File: src/rtl/expo_seq_pkg.sv
package expo_seq_pkg;

   localparam int CTL_MODE   = 0;
   localparam int CTL_ARM    = 2;
   localparam int CTL_RATE   = 4;
   localparam int CTL_COMMIT = 7;
   localparam int RATE_W     = 3;

   typedef enum logic [1:0] {
      CAP_IDLE  = 2'd0,
      CAP_ARMED = 2'd1,
      CAP_RUN   = 2'd2
   } cap_state_e;

   // frame length for a rate code, as base * half-steps / 2
   function automatic int unsigned rate_lines(input logic [RATE_W-1:0] code,
                                              input int unsigned base);
      int unsigned halves;
      case (code)
         3'd0:    halves = 2;
         3'd1:    halves = 4;
         3'd2:    halves = 6;
         3'd3:    halves = 12;
         3'd4:    halves = 15;
         3'd5:    halves = 20;
         3'd6:    halves = 30;
         default: halves = 60;
      endcase
      return (base * halves) / 2;
   endfunction

endpackage

File: src/rtl/expo_seq_regs.sv
module expo_seq_regs
   import expo_seq_pkg::*;
#(
   parameter int LINE_W = 16,
   parameter int DATA_W = 8,
   parameter int ADDR_W = 2
) (
   input  logic                 clk,
   input  logic                 rst_n,
   input  logic                 wr,
   input  logic [ADDR_W-1:0]    addr,
   input  logic [DATA_W-1:0]    wdata,
   input  logic                 frame_edge,
   input  logic                 cap_busy,
   output logic [DATA_W-1:0]    rdata,
   output logic                 mode,
   output logic [RATE_W-1:0]    rate_sh,
   output logic [LINE_W-1:0]    exp_sh,
   output logic                 arm_cap,
   output logic                 exp_pend,
   output logic                 rate_pend
);

   localparam int HI_W = LINE_W - DATA_W;
   localparam logic [ADDR_W-1:0] A_CTL = ADDR_W'(0);
   localparam logic [ADDR_W-1:0] A_EXL = ADDR_W'(1);
   localparam logic [ADDR_W-1:0] A_EXH = ADDR_W'(2);
   localparam logic [DATA_W-1:0] STAT_MASK =
      (DATA_W'(1) << CTL_ARM) | (DATA_W'(1) << CTL_COMMIT);

   generate
      if (DATA_W < 8) begin : g_bad_data
         $error("DATA_W must hold the control byte");
      end
      if (HI_W < 1 || HI_W > DATA_W) begin : g_bad_line
         $error("LINE_W must fit in two data words");
      end
      if (ADDR_W < 2) begin : g_bad_addr
         $error("ADDR_W must reach three registers");
      end
   endgenerate

   logic [DATA_W-1:0] ctl_q;
   logic              wr_ctl;
   logic              status_arm;

   assign wr_ctl  = wr && (addr == A_CTL);
   assign arm_cap = wr_ctl && wdata[CTL_ARM] && wdata[CTL_MODE];
   assign mode    = ctl_q[CTL_MODE];
   assign rate_sh = ctl_q[CTL_RATE +: RATE_W];

   always_ff @(posedge clk or negedge rst_n) begin
      if (!rst_n) begin
         ctl_q     <= '0;
         exp_sh    <= LINE_W'(1);
         exp_pend  <= 1'b0;
         rate_pend <= 1'b0;
      end else begin
         if (wr_ctl) ctl_q <= wdata & ~STAT_MASK;
         if (wr && addr == A_EXL) exp_sh[DATA_W-1:0] <= wdata;
         if (wr && addr == A_EXH) exp_sh[LINE_W-1:DATA_W] <= wdata[HI_W-1:0];
         if (wr_ctl && wdata[CTL_ARM]) exp_pend <= 1'b1;
         else if (frame_edge)          exp_pend <= 1'b0;
         if (wr_ctl && wdata[CTL_COMMIT]) rate_pend <= 1'b1;
         else if (frame_edge)             rate_pend <= 1'b0;
      end
   end

   assign status_arm = mode ? cap_busy : exp_pend;

   always_comb begin
      rdata = '0;
      case (addr)
         A_CTL: begin
            rdata = ctl_q;
            rdata[CTL_ARM]    = status_arm;
            rdata[CTL_COMMIT] = rate_pend;
         end
         A_EXL:   rdata = exp_sh[DATA_W-1:0];
         A_EXH:   rdata = DATA_W'(exp_sh[LINE_W-1:DATA_W]);
         default: rdata = '0;
      endcase
   end


   rate_hold_chk: assert property (@(posedge clk) disable iff (!rst_n)
      (rate_pend && !frame_edge) |=> rate_pend);


   exp_hold_chk: assert property (@(posedge clk) disable iff (!rst_n)
      (exp_pend && !frame_edge) |=> exp_pend);

endmodule

File: src/rtl/expo_seq_frame.sv
module expo_seq_frame
   import expo_seq_pkg::*;
#(
   parameter int LINE_W     = 16,
   parameter int BASE_LINES = 1100
) (
   input  logic                 clk,
   input  logic                 rst_n,
   input  logic                 line_done,
   input  logic                 mode,
   input  logic [RATE_W-1:0]    rate_sh,
   input  logic [LINE_W-1:0]    exp_sh,
   input  logic                 exp_pend,
   input  logic                 rate_pend,
   input  logic                 arm_cap,
   output logic                 frame_edge,
   output logic [LINE_W-1:0]    line_cnt,
   output logic [LINE_W-1:0]    lines_cur,
   output logic [LINE_W-1:0]    exp_cur,
   output logic                 frame_valid,
   output logic                 frame_start,
   output logic                 cap_busy
);

   localparam longint MAX_LINES = longint'(BASE_LINES) * 30;

   generate
      if (BASE_LINES < 2 || (BASE_LINES % 2) != 0) begin : g_bad_base
         $error("BASE_LINES must be even and at least 2");
      end
      if (MAX_LINES >= (longint'(1) << LINE_W)) begin : g_bad_width
         $error("LINE_W too narrow for the slowest frame rate");
      end
   endgenerate

   cap_state_e          cap_q;
   logic [LINE_W-1:0]   lines_nxt;
   logic [LINE_W-1:0]   exp_src;
   logic [LINE_W-1:0]   exp_nxt;
   logic                valid_nxt;

   assign frame_edge = line_done && (line_cnt == lines_cur - LINE_W'(1));
   assign lines_nxt  = rate_pend ? LINE_W'(rate_lines(rate_sh, BASE_LINES)) : lines_cur;
   assign exp_src    = exp_pend ? exp_sh : exp_cur;
   assign valid_nxt  = mode ? (cap_q == CAP_ARMED) : 1'b1;
   assign cap_busy   = (cap_q != CAP_IDLE);

   always_comb begin
      if (exp_src == '0)            exp_nxt = LINE_W'(1);
      else if (exp_src > lines_nxt) exp_nxt = lines_nxt;
      else                          exp_nxt = exp_src;
   end

   always_ff @(posedge clk or negedge rst_n) begin
      if (!rst_n) begin
         line_cnt    <= '0;
         lines_cur   <= LINE_W'(BASE_LINES);
         exp_cur     <= LINE_W'(1);
         frame_valid <= 1'b0;
         frame_start <= 1'b0;
      end else begin
         frame_start <= frame_edge && valid_nxt;
         if (frame_edge) begin
            line_cnt    <= '0;
            lines_cur   <= lines_nxt;
            exp_cur     <= exp_nxt;
            frame_valid <= valid_nxt;
         end else if (line_done) begin
            line_cnt <= line_cnt + LINE_W'(1);
         end
      end
   end

   always_ff @(posedge clk or negedge rst_n) begin
      if (!rst_n) begin
         cap_q <= CAP_IDLE;
      end else if (!mode && !arm_cap) begin
         cap_q <= CAP_IDLE;
      end else if (frame_edge) begin
         case (cap_q)
            CAP_ARMED: cap_q <= CAP_RUN;
            CAP_RUN:   cap_q <= CAP_IDLE;
            default:   cap_q <= arm_cap ? CAP_ARMED : CAP_IDLE;
         endcase
      end else if (arm_cap && cap_q == CAP_IDLE) begin
         cap_q <= CAP_ARMED;
      end
   end


   line_range_chk: assert property (@(posedge clk) disable iff (!rst_n)
      line_cnt < lines_cur);


   exp_range_chk: assert property (@(posedge clk) disable iff (!rst_n)
      (exp_cur >= LINE_W'(1)) && (exp_cur <= lines_cur));


   lines_stable_chk: assert property (@(posedge clk) disable iff (!rst_n)
      !frame_edge |=> $stable(lines_cur));


   start_valid_chk: assert property (@(posedge clk) disable iff (!rst_n)
      frame_start |-> frame_valid);


   one_shot_chk: assert property (@(posedge clk) disable iff (!rst_n)
      (mode && cap_q == CAP_RUN && frame_edge && !arm_cap) |=> !frame_valid);

endmodule

File: src/rtl/expo_seq_rows.sv
module expo_seq_rows #(
   parameter int LINE_W = 16
) (
   input  logic                 clk,
   input  logic                 rst_n,
   input  logic                 line_done,
   input  logic [LINE_W-1:0]    line_cnt,
   input  logic [LINE_W-1:0]    lines_cur,
   input  logic [LINE_W-1:0]    exp_cur,
   input  logic                 frame_valid,
   output logic                 row_reset,
   output logic [LINE_W-1:0]    reset_row,
   output logic                 row_sample,
   output logic [LINE_W-1:0]    sample_row
);

   logic [LINE_W:0]   ahead;
   logic [LINE_W-1:0] ahead_mod;

   assign ahead = {1'b0, line_cnt} + {1'b0, exp_cur};

   always_comb begin
      if (ahead >= {1'b0, lines_cur}) ahead_mod = LINE_W'(ahead - {1'b0, lines_cur});
      else                            ahead_mod = ahead[LINE_W-1:0];
   end

   always_ff @(posedge clk or negedge rst_n) begin
      if (!rst_n) begin
         row_reset  <= 1'b0;
         row_sample <= 1'b0;
         reset_row  <= '0;
         sample_row <= '0;
      end else begin
         row_reset  <= line_done;
         row_sample <= line_done && frame_valid;
         if (line_done) begin
            reset_row  <= ahead_mod;
            sample_row <= line_cnt;
         end
      end
   end


   sample_pairs_chk: assert property (@(posedge clk) disable iff (!rst_n)
      row_sample |-> row_reset);


   reset_range_chk: assert property (@(posedge clk) disable iff (!rst_n)
      line_done |=> (reset_row < $past(lines_cur)));

endmodule

File: src/rtl/expo_frame_seq.sv
module expo_frame_seq
   import expo_seq_pkg::*;
#(
   parameter int LINE_W     = 16,
   parameter int DATA_W     = 8,
   parameter int ADDR_W     = 2,
   parameter int BASE_LINES = 1100
) (
   input  logic                 clk,
   input  logic                 rst_n,
   input  logic                 line_done,
   input  logic                 reg_wr,
   input  logic [ADDR_W-1:0]    reg_addr,
   input  logic [DATA_W-1:0]    reg_wdata,
   output logic [DATA_W-1:0]    reg_rdata,
   output logic                 frame_start,
   output logic                 frame_valid,
   output logic                 row_reset,
   output logic [LINE_W-1:0]    reset_row,
   output logic                 row_sample,
   output logic [LINE_W-1:0]    sample_row,
   output logic [LINE_W-1:0]    exposure_lines,
   output logic [LINE_W-1:0]    frame_lines
);

   logic                mode;
   logic [RATE_W-1:0]   rate_sh;
   logic [LINE_W-1:0]   exp_sh;
   logic                arm_cap;
   logic                exp_pend;
   logic                rate_pend;
   logic                frame_edge;
   logic                cap_busy;
   logic [LINE_W-1:0]   line_cnt;

   expo_seq_regs #(.LINE_W(LINE_W), .DATA_W(DATA_W), .ADDR_W(ADDR_W)) u_regs (
      .clk        (clk),
      .rst_n      (rst_n),
      .wr         (reg_wr),
      .addr       (reg_addr),
      .wdata      (reg_wdata),
      .frame_edge (frame_edge),
      .cap_busy   (cap_busy),
      .rdata      (reg_rdata),
      .mode       (mode),
      .rate_sh    (rate_sh),
      .exp_sh     (exp_sh),
      .arm_cap    (arm_cap),
      .exp_pend   (exp_pend),
      .rate_pend  (rate_pend)
   );

   expo_seq_frame #(.LINE_W(LINE_W), .BASE_LINES(BASE_LINES)) u_frame (
      .clk         (clk),
      .rst_n       (rst_n),
      .line_done   (line_done),
      .mode        (mode),
      .rate_sh     (rate_sh),
      .exp_sh      (exp_sh),
      .exp_pend    (exp_pend),
      .rate_pend   (rate_pend),
      .arm_cap     (arm_cap),
      .frame_edge  (frame_edge),
      .line_cnt    (line_cnt),
      .lines_cur   (frame_lines),
      .exp_cur     (exposure_lines),
      .frame_valid (frame_valid),
      .frame_start (frame_start),
      .cap_busy    (cap_busy)
   );

   expo_seq_rows #(.LINE_W(LINE_W)) u_rows (
      .clk         (clk),
      .rst_n       (rst_n),
      .line_done   (line_done),
      .line_cnt    (line_cnt),
      .lines_cur   (frame_lines),
      .exp_cur     (exposure_lines),
      .frame_valid (frame_valid),
      .row_reset   (row_reset),
      .reset_row   (reset_row),
      .row_sample  (row_sample),
      .sample_row  (sample_row)
   );

endmodule

File: config.mk
export PLATFORM = sky130hd
export DESIGN_NAME = expo_frame_seq
export DESIGN_NICKNAME = d
export VERILOG_FILES = /design/src/rtl/expo_seq_pkg.sv /design/src/rtl/expo_seq_regs.sv /design/src/rtl/expo_seq_frame.sv /design/src/rtl/expo_seq_rows.sv /design/src/rtl/expo_frame_seq.sv
export SDC_FILE = /design/constraint.sdc
export NUM_CORES = 1
export LEC_CHECK = 0
export ABC_CLOCK_PERIOD_IN_PS = 8500
export BUFFER_PORTS_ARGS = -buffer_cell sky130_fd_sc_hd__buf_2
export CAP_MARGIN = 10
export CORE_ASPECT_RATIO = 0.7
export CORE_MARGIN = 2
export CORE_UTILIZATION = 45
export DETAILED_ROUTE_END_ITERATION = 6
export SLEW_MARGIN = 40
export SYNTH_ARGS = -nofsm -noshare
export SYNTH_HDL_FRONTEND = slang
export SYNTH_SLANG_ARGS = --single-unit
File: constraint.sdc
create_clock -name clk -period 8.5 [get_ports clk]
set_input_delay 2.55 -clock clk [delete_from_list [all_inputs] [get_ports clk]]
set_output_delay 2.55 -clock clk [all_outputs]
set_load 0.01 [all_outputs]
==> results of run 1 <==
-- layer usage --
layer,vias to the layer above,track usage
met2,210,0.3425
met1,3284,0.3974
li1,3292,-
met3,11,0.04901
met4,0,0.04116
met5,-,0
-- worst max-delay path: stages --
cell     delay (ps)
buf_2           200
nor2b_1         520
nand2_1         140
o21ai_0         120
buf_2           160
-- power by group through the flow --
stage | clock network [W] | logic, W | registers, W
after floorplan | 0 | 0.000548 | 0.000638
after global placement | 0 | 0.000720 | 0.000662
after detailed placement | 0 | 0.000726 | 0.000663
after CTS | 0.000442 | 0.000730 | 0.000652
after global routing | 0.000462 | 0.000828 | 0.000664
final | 0.000432 | 0.000736 | 0.000654
-- logic make-up (layout without fill, tap and decap cells) --
family / Yosys count / count (layout) / synth area share
compound gates: 208 / 208 / 0.1665
xor+xnor: 59 / 59 / 0.06351
fa+ha+maj: 71 / 71 / 0.1129
buf+inv: 100 / 174 / 0.05136
flops: 110 / 110 / 0.3392
mux: 99 / 99 / 0.1279
other cells: 1 / 1 / 0.0004609
simple gates: 223 / 223 / 0.1381
-- flip-flops by register name (all words and copies together) (netlist names) --
| signal | cells |
|---|---|
| u_regs.rate_pend | 1 |
| u_regs.ctl_q | 6 |
| u_regs.exp_sh | 16 |
| u_frame.line_cnt | 16 |
| u_regs.exp_pend | 1 |
| u_rows.row_sample | 1 |
| u_frame.lines_cur | 16 |
| u_rows.reset_row | 16 |
| u_frame.exp_cur | 16 |
| u_rows.sample_row | 16 |
| u_rows.row_reset | 1 |
| u_frame.frame_valid | 1 |
| u_frame.frame_start | 1 |
| u_frame.cap_q | 2 |
-- synthesized netlist by cell type, types with 6 or more instances --
cell and n:
dfrtp_1 104, ha_1 67, inv_1 63, nand2_1 60, mux2i_1 59, nor2_1 56, a21oi_1 52, o21ai_0 47
mux2_2 40, xnor2_1 37, nand3_1 23, xor2_1 22, clkbuf_1 21, a22o_1 16, nand4_1 12, nor3_1 11
a21o_1 10, a31oi_1 10, nor2b_1 10, nor4_1 10, o21ai_1 10, o211ai_1 8, buf_2 7, a211oi_1 6
dfstp_2 6, or3_1 6
-- area by class of cell --
cell class | instances | area share
Sequential cell | 110 | 0.3043
Clock inverter | 6 | 0.006898
Clock buffer | 10 | 0.02524
Timing Repair Buffer | 95 | 0.05477
Inverter | 63 | 0.02607
Tap cell | 236 | 0.03256
Multi-Input combinational cell | 661 | 0.5501
-- stage by stage --
stage | hold WS [ps] | instance area, µm² | setup slack, ps | util
2_1_floorplan | 480.0 | 8137 | 2603 | -
3_3_place_gp | 488.1 | 8753 | 2367 | 0.4903
3_5_place_dp | 490.5 | 8770 | 2294 | 0.4912
4_1_cts | 512.2 | 9061 | 2284 | 0.5076
5_1_grt | 526.7 | 9070 | 2066 | 0.5081
6_report | 503.0 | 9070 | 2255 | 0.5081
-- worst paths after layout --
kind                            cells past startpoint           startpoint  slack (ps)                    to
min in group asynchronous                           1                rst_n        2220       u_regs.ctl_q[0]
worst min register to register                      2  u_rows.reset_row[4]         500   u_rows.reset_row[4]
worst max-delay path                                5          reg_addr[1]        2250          reg_rdata[5]
worst min-delay path                                2  u_rows.reset_row[4]         500   u_rows.reset_row[4]
max in group asynchronous                           2                rst_n        5310  u_rows.reset_row[14]
worst max register to register                     19      u_regs.ctl_q[5]        2840    u_frame.exp_cur[0]
-- layout by cell type, fill, tap and decap left out, drive strengths merged, types with 5 or more instances in the layout --
cell    count
a211oi      7
a21o       10
a21oi      52
a22o       16
a31oi      10
and2        6
and3        5
buf        95
clkbuf     10
dfrtp     104
dfstp       6
ha         67
inv        67
mux2       40
mux2i      59
nand2      61
nand2b      5
nand3      24
nand4      12
nor2       57
nor2b      10
nor3       11
nor4       12
o211ai      8
o21ai      57
o221ai      5
o31ai       6
or3         7
xnor2      37
xor2       22
==> flow_summary.yaml, run 1 <==
outcome:
  status: "complete, no violations"
synthesis:
  synth_area_per_cell_um2: 9.342
  synthesis.nets: 956
  ys_ff_latch: 110
  ys_warn_count: 0
  synth_cells: 871
  ys.flop_type: "dfrtp_1"
  ys_top_cells_by_area: "dfrtp_1 32%, ha_1 10%, mux2i_1 7.3%, mux2_2 5.5%, xnor2_1 4.0%"
  synth.distinct_cells: 73
  synth_top_cell_by_area: "dfrtp_1"
  ys_async_sr_fraction: 1.000
  ys_seq_area_frac: 0.3392
  synthesis.area_um2: 8137
  synth_top_area_frac: 0.3199
  synth_edf_count: 0
timing:
  final-max-slew-violation-count: 0
  tns_ps: 0
  rsz0062_at_grt: "false"
  slew-limit-headroom: 0.4914
  skew_ps: 8.400
  setup_viol: 0
  final-hold-violation-count: 0
  period_share: 0.7348
  post-route-min-period_ps: 6246
  fmax_mhz: 160.1
  tightest_slew_ps: 760.9
drt:
  top_layer: "met4"
  met3_length_um: 1400
  wl_met2_um: 8990
  postRouteAntennaNets: 0
  routed_via_density: 5.755
  drc: 0
  met1_length_um: 11990
  wl_um: 22530
  avgRoutedWirePerCell_um: 19.08
  drt_iter0_drc: 553
  firstDrtPassIters: 5
  dr_total_vias: 6797
global_routing:
  track_usage: 0.2473
  grt_pass1_wl_um: 36070
  grt_pass1_vias: 6310
  grt_overflow_total: 0
  grt_max_degree: 62
  antenna_found_initial: 0
die:
  io_pins: 90
  row_count: 41
  core-area_um2: 17850
  design.die.area_um2: 19190
  initial_utilization: 0.4558
  die_y_um: 116.5
  die_x_um: 164.7
layout:
  diodes: 0
  drive_above_1_share: 0.1862
  seqCellArea_um2: 2760
  fillers: 1733
  area_delta_synth_final_pct: 11.47
  multi_input_area_um2: 4990
  fin_nets: 1025
  layoutNonFillerInstCount: 1181
clock_network:
  cts-root-buf: "clkbuf_16"
  htreeDepth: 3
  postCtsSetupRepairBufs: 0
  ctsResizeCount: 0
  cts_tree: "yes"
  clockBufferDepth: 2
  path_clk_slew_ps: 80
  numCtsBuffers: 9
  holdBufCountCts: 0
  insertion_delay_ps: 370
  cts.sinks: 110
setup_path:
  crit_type: "primary input to output pin"
  start_kind: "primary input"
  cp.arrival_ps: 3700
  critPathMaxFanout: 12
  end_kind: "output pin"
  crit_required_ps: 5950
power:
  p_total_w: 0.001822
  power.switching_w: 0.0007138
  switching_share: 0.3918
  intPower_w: 0.001108
  pwr-share-clk: 0.237
  ir_drop_v: 0.00009259
  p_comb_frac: 0.404
  pwr-share-seq: 0.359
  leakagePower_nw: 4.467
  power_density_nw_per_um2: 200.9
place:
  dp_cells: 1165
  io_buffers: 89
  gp_congestion: 0.9209
  dp_hpwl_um: 17450
flow_run:
  cap_violations: 0
worst_hold_path:
  hold_class: "flip-flop to flip-flop"
Note: power is estimated with default switching activity, not from simulation.
==> run 2, diff against run 1 <==
Settings changed: ABC_AREA set to 1, ABC_CLOCK_PERIOD_IN_PS 8500 to 5200, PLACE_DENSITY set to 0.66.
Clock period 8.5 ns to 5.2 ns, I/O delays scaled along.
==> flow_summary.yaml, run 2 <==
drt:
  routed_via_density: 5.458
  wl_um: 25760
  dr_total_vias: 8002
  drt_iter0_drc: 814
  avgRoutedWirePerCell_um: 17.57
  firstDrtPassIters: 6
  postRouteAntennaNets: 0
  drc: 0
worst_hold_path:
  whs_path_depth: 2
  hold_path_end: "u_rows.sample_row[1]"
  worstHoldStart: "u_rows.sample_row[1]"
  hold_class: "flip-flop to flip-flop"
timing:
  tightest_slew_ps: 801.0
  skew_ps: 17.69
  setup_ws_ps: 393.6
  final-hold-violation-count: 0
  slew-limit-headroom: 0.4603
  post-route-min-period_ps: 4806
  whs_ps: 472.5
  setup_viol: 0
  rsz0062_at_grt: "false"
  period_share: 0.9243
  fmax_mhz: 208.1
  final-max-slew-violation-count: 0
  tns_ps: 0
setup_path:
  rrSetupSlack_ps: 390
  max_stage_delay_ps: 450
  rr_endpoint: "u_frame.exp_cur[6]"
  cp_slowest_cell: "dfrtp_1"
  start_kind: "flip-flop"
  r2r-start: "u_regs.ctl_q[4]"
  crit_required_ps: 5510
  cp.arrival_ps: 5120
  crit_type: "flip-flop to flip-flop"
  critPathMaxFanout: 18
  r2r_cells: 25
  crit_path_frequent_cell: "nand2_1"
  end_kind: "flip-flop"
clock_network:
  htreeDepth: 3
  path_clk_slew_ps: 90
  cts_tree: "yes"
  cts.sinks: 110
  insertion_delay_ps: 380
  numCtsBuffers: 9
  ctsResizeCount: 0
  holdBufCountCts: 0
  postCtsSetupRepairBufs: 0
  clockBufferDepth: 2
  cts-root-buf: "clkbuf_16"
synthesis:
  yosysMostFrequentCell: "nand2_1"
  synth_compound_area_frac: 0.1302
  synthesis.area_um2: 8238
  ys_top_cells_by_area: "dfrtp_1 32%, nand2_1 15%, ha_1 10%, o21ai_0 6.6%, inv_1 6.4%"
  synth_top_family_by_area: "simple AND/OR/NAND/NOR gates"
  ys_ff_latch: 110
  ys_top_cells_by_count: "319 x nand2_1, 140 x inv_1, 109 x o21ai_0"
  ys_seq_area_frac: 0.3351
  synth_cells: 1147
  synth_edf_count: 0
  synth_mux_area_frac: 0
  synthSimpleGateAreaFrac: 0.2857
  synthesis.nets: 1232
  synth_top_area_frac: 0.3159
  ys.flop_type: "dfrtp_1"
  yosys.area_share.adder: 0.1115
  ys_async_sr_fraction: 1.000
  synth_top_cell_by_area: "dfrtp_1"
  ys_warn_count: 0
  synth_area_per_cell_um2: 7.182
  synth_xor_area_frac: 0.05103
  synth.distinct_cells: 51
die:
  initial_utilization: 0.4588
  design.die.area_um2: 19420
  die_x_um: 165.7
  core-area_um2: 17950
  die_y_um: 117.2
  row_count: 41
  io_pins: 90
layout:
  area_delta_synth_final_pct: 11.80
  layout_common_cells: "318 x nand2_1, 140 x inv_1, 109 x o21ai_0, 104 x dfrtp_1, 88 x buf_2"
  fillers: 1832
  final_common_cell: "nand2_1"
  drive_above_1_share: 0.1236
  layoutNonFillerInstCount: 1466
  fin_nets: 1310
  diodes: 0
  utilization: 0.5130
outcome:
  status: "complete, no violations"
global_routing:
  grt_util_met3: 0.04976
  met1_usage: 0.4305
  grt_max_degree: 51
  grt_pass1_wl_um: 40780
  grt_pass1_vias: 7317
  top_usage_layer: "met1"
  track_usage: 0.2721
  met2_usage: 0.3726
  antenna_found_initial: 0
  grt_overflow_total: 0
place:
  gp_congestion: 0.9897
  dp_cells: 1450
  io_buffers: 89
  pre_cts_slack_ps: 457.4
  dp_hpwl_um: 20280
power:
  ir_drop_v: 0.0003920
  leakagePower_nw: 4.965
  intPower_w: 0.002958
  p_comb_frac: 0.651
  switching_share: 0.5268
  pwr-share-clk: 0.117
  power_density_nw_per_um2: 678.6
  pwr-share-seq: 0.231
  power.switching_w: 0.003292
flow_run:
  cap_violations: 0
run 2: power groups by stage:
stage                     sequential (W)  combinational [W]  clock, W
after floorplan                  0.00139            0.00288         0
after global placement           0.00146            0.00394         0
after detailed placement         0.00145            0.00395         0
after CTS                        0.00144            0.00398  0.000747
after global routing             0.00148            0.00461  0.000777
final                            0.00145            0.00407  0.000734
run 2: cell type report:
| class | count | area, µm² | share of cell area |
|---|---|---|---|
| Clock buffer | 9 | 225.2 | 0.02445 |
| Clock inverter | 7 | 82.58 | 0.008966 |
| Inverter | 144 | 540.5 | 0.05869 |
| Multi-Input combinational cell | 860 | 4776 | 0.5185 |
| Sequential cell | 110 | 2760 | 0.2997 |
| Tap cell | 236 | 295.3 | 0.03206 |
| Timing Repair Buffer | 100 | 530.5 | 0.05760 |
run 2: cells by family after synthesis:
kind of cell / Yosys count
AOI/OAI and AO/OA: 196
and+or+nand+nor: 544
xor gates and xnor gates: 48
adders and majority gates: 71
DFF: 110
buffers and inverters: 177
other: 1
run 2: worst max path at each step:
stage          slack (ps)                   to          startpoint  cells past startpoint
2_1_floorplan        1180  u_frame.exp_cur[14]     u_regs.ctl_q[4]                     25
3_3_place_gp          470  u_rows.reset_row[7]  u_frame.exp_cur[0]                     22
3_5_place_dp          460  u_frame.exp_cur[10]     u_regs.ctl_q[4]                     25
4_1_cts               430  u_frame.exp_cur[15]     u_regs.ctl_q[4]                     25
5_1_grt                 3   u_frame.exp_cur[9]     u_regs.ctl_q[5]                     25
6_report              390   u_frame.exp_cur[6]     u_regs.ctl_q[4]                     25
run 2: per-stage QoR:
| step | power (W) | cell area (µm²) |
|---|---|---|
| after global placement | 0.005400 | 8895 |
| after CTS | 0.006167 | 9203 |
| after detailed placement | 0.005396 | 8895 |
| final | 0.006250 | 9210 |
| after floorplan | 0.004268 | 8238 |
| after global routing | 0.006868 | 9210 |
run 2: worst max-delay path, delay by kind of cell, from the launching register on:
| family | cells | cell delay (ps) |
|---|---|---|
| and+or+nand+nor | 14 | 1860 |
| adders and majority gates | 4 | 1460 |
| AOI/OAI and AO/OA | 5 | 820 |
| DFF | 1 | 450 |
| buffers and inverters | 2 | 130 |
run 2: layer usage:
metal  part of all wire  wire, µm
met1               0.51     13220
met3              0.092      2363
met5                  0         0
met2               0.38      9712
met4              0.018       456
==> run 3, diff against run 2 <==
Settings changed: ABC_AREA 1 to unset, SETUP_SLACK_MARGIN set to 0.3.
==> flow_summary.yaml, run 3 (synthesis gave the netlist of run 1 again) <==
timing:
  setup_ws_ps: 543.7
  tightest_slew_ps: 795.0
  skew_ps: 9.925
  slew-limit-headroom: 0.4700
  rsz0062_at_grt: "false"
  fmax_mhz: 214.8
  period_share: 0.8954
  post-route-min-period_ps: 4656
  final-max-slew-violation-count: 0
  final-hold-violation-count: 0
  setup_viol: 0
  tns_ps: 0
setup_path:
  critPathMaxFanout: 6
  crit_type: "flip-flop to flip-flop"
  cp.arrival_ps: 4960
  crit_required_ps: 5500
  end_kind: "flip-flop"
  start_kind: "flip-flop"
die:
  design.die.area_um2: 19190
  die_y_um: 116.5
  row_count: 41
  core-area_um2: 17850
  initial_utilization: 0.4558
  io_pins: 90
  die_x_um: 164.7
layout:
  diodes: 0
  fillers: 1686
  layout_common_cells: "101 x dfrtp_1, 88 x buf_2, 67 x ha_1, 63 x inv_1, 60 x nand2_1"
  fin_nets: 1041
  final_common_cell: "dfrtp_1"
  area_delta_synth_final_pct: 13.81
  utilization: 0.5187
  drive_above_1_share: 0.2144
  layoutNonFillerInstCount: 1197
place:
  pre_cts_slack_ps: 222.8
  dp_cells: 1172
  io_buffers: 89
  gp_congestion: 0.9568
  dp_hpwl_um: 17700
clock_network:
  cts-root-buf: "clkbuf_16"
  numCtsBuffers: 9
  path_clk_slew_ps: 80
  cts.sinks: 110
  insertion_delay_ps: 360
  cts_tree: "yes"
  clockBufferDepth: 2
  htreeDepth: 3
drt:
  firstDrtPassIters: 4
  avgRoutedWirePerCell_um: 19.14
  drt_iter0_drc: 551
  routed_via_density: 5.798
  wl_um: 22910
  drc: 0
  dr_total_vias: 6940
  postRouteAntennaNets: 0
flow_run:
  cap_violations: 0
power:
  leakagePower_nw: 4.555
  ir_drop_v: 0.0002108
  power_density_nw_per_um2: 337.2
global_routing:
  grt_max_degree: 56
  grt_pass1_vias: 6596
  grt_pass1_wl_um: 36510
  antenna_found_initial: 0
  track_usage: 0.2487
  grt_overflow_total: 0
worst_hold_path:
  hold_class: "flip-flop to flip-flop"
outcome:
  status: "complete, no violations"
[run 3: cell count changes in the layout (fill, tap and decap cells not counted), sizes merged, moves of 13 or more]
cell   change
a22o      +16
mux2i     +59
o21ai     -54
nand3     -57
nand2    -260
mux2      +40
nor2      -18
inv       -81
xnor2     +26
or2       -13
xor2      -15
[run 3: what timing repair did]
action	4_1_cts	5_1_grt
setup endpoints to repair	13	32
pin swaps	1	3
buffers inserted	1	8
hold buffers	0	0
resized for setup	2	16
[run 3: worst paths after layout]
check / cells after the start / endpoint / start / slack [ps]
worst max-delay path: 20 / u_frame.exp_cur[3] / u_regs.ctl_q[5] / 540
worst min-delay path: 1 / u_rows.sample_row[10] / u_rows.sample_row[10] / 510
worst max register to register: 20 / u_frame.exp_cur[3] / u_regs.ctl_q[5] / 540
worst min register to register: 1 / u_rows.sample_row[10] / u_rows.sample_row[10] / 510
max in group asynchronous: 2 / u_frame.lines_cur[10] / rst_n / 3040
min in group asynchronous: 1 / u_frame.cap_q[1] / rst_n / 1240
[run 3: per-stage QoR]
stage	hold WS, ps	power, W	cell area [µm²]
floorplan	480.0	0.001940	8138
global placement	487.0	0.002291	8802
detailed placement	491.0	0.002312	8810
CTS	513.2	0.003073	9141
global route	525.0	0.003315	9260
finish	508.5	0.003123	9260
[run 3: area by class of cell]
cell class                 instances  area [µm²]  area share
clock inverter                     7       90.09    0.009728
inverter                          63       236.5     0.02554
sequential                       110        2764      0.2985
multi-input combinational        661        5039      0.5441
clock buffer                       9       225.2     0.02432
timing repair buffer             111       610.6     0.06594
tap                              236       295.3     0.03189
[run 3: critical path, stage by stage (launching register included)]
cell,delay (ps)
dfrtp_2,450
xor2_1,190
and2_1,180
fa_1,480
ha_1,320
ha_1,330
a21o_1,190
a31oi_2,170
o21ai_0,160
a21oi_1,170
nor2_1,60
a311oi_2,310
ha_1,220
nand3_2,110
nor4_2,300
o21ai_1,120
o221ai_2,160
buf_4,170
buf_4,160
mux2i_1,200
a22o_1,140
[run 3: per-layer routing]
| metal | GRT usage | vias up | routed length [µm] |
|---|---|---|---|
| li1 | - | 3320 | - |
| met2 | 0.3431 | 240 | 9158 |
| met5 | 0.01010 | - | 0 |
| met4 | 0.07014 | 0 | 482 |
| met3 | 0.06357 | 36 | 1862 |
| met1 | 0.3798 | 3344 | 11400 |
[run 3: where the power goes]
group,switching [W],leakage [nW],internal [W]
sequential,0.000116,1.38,0.000949
combinational,0.000743,3.02,0.000575
clock,0.000353,0.153,0.000386
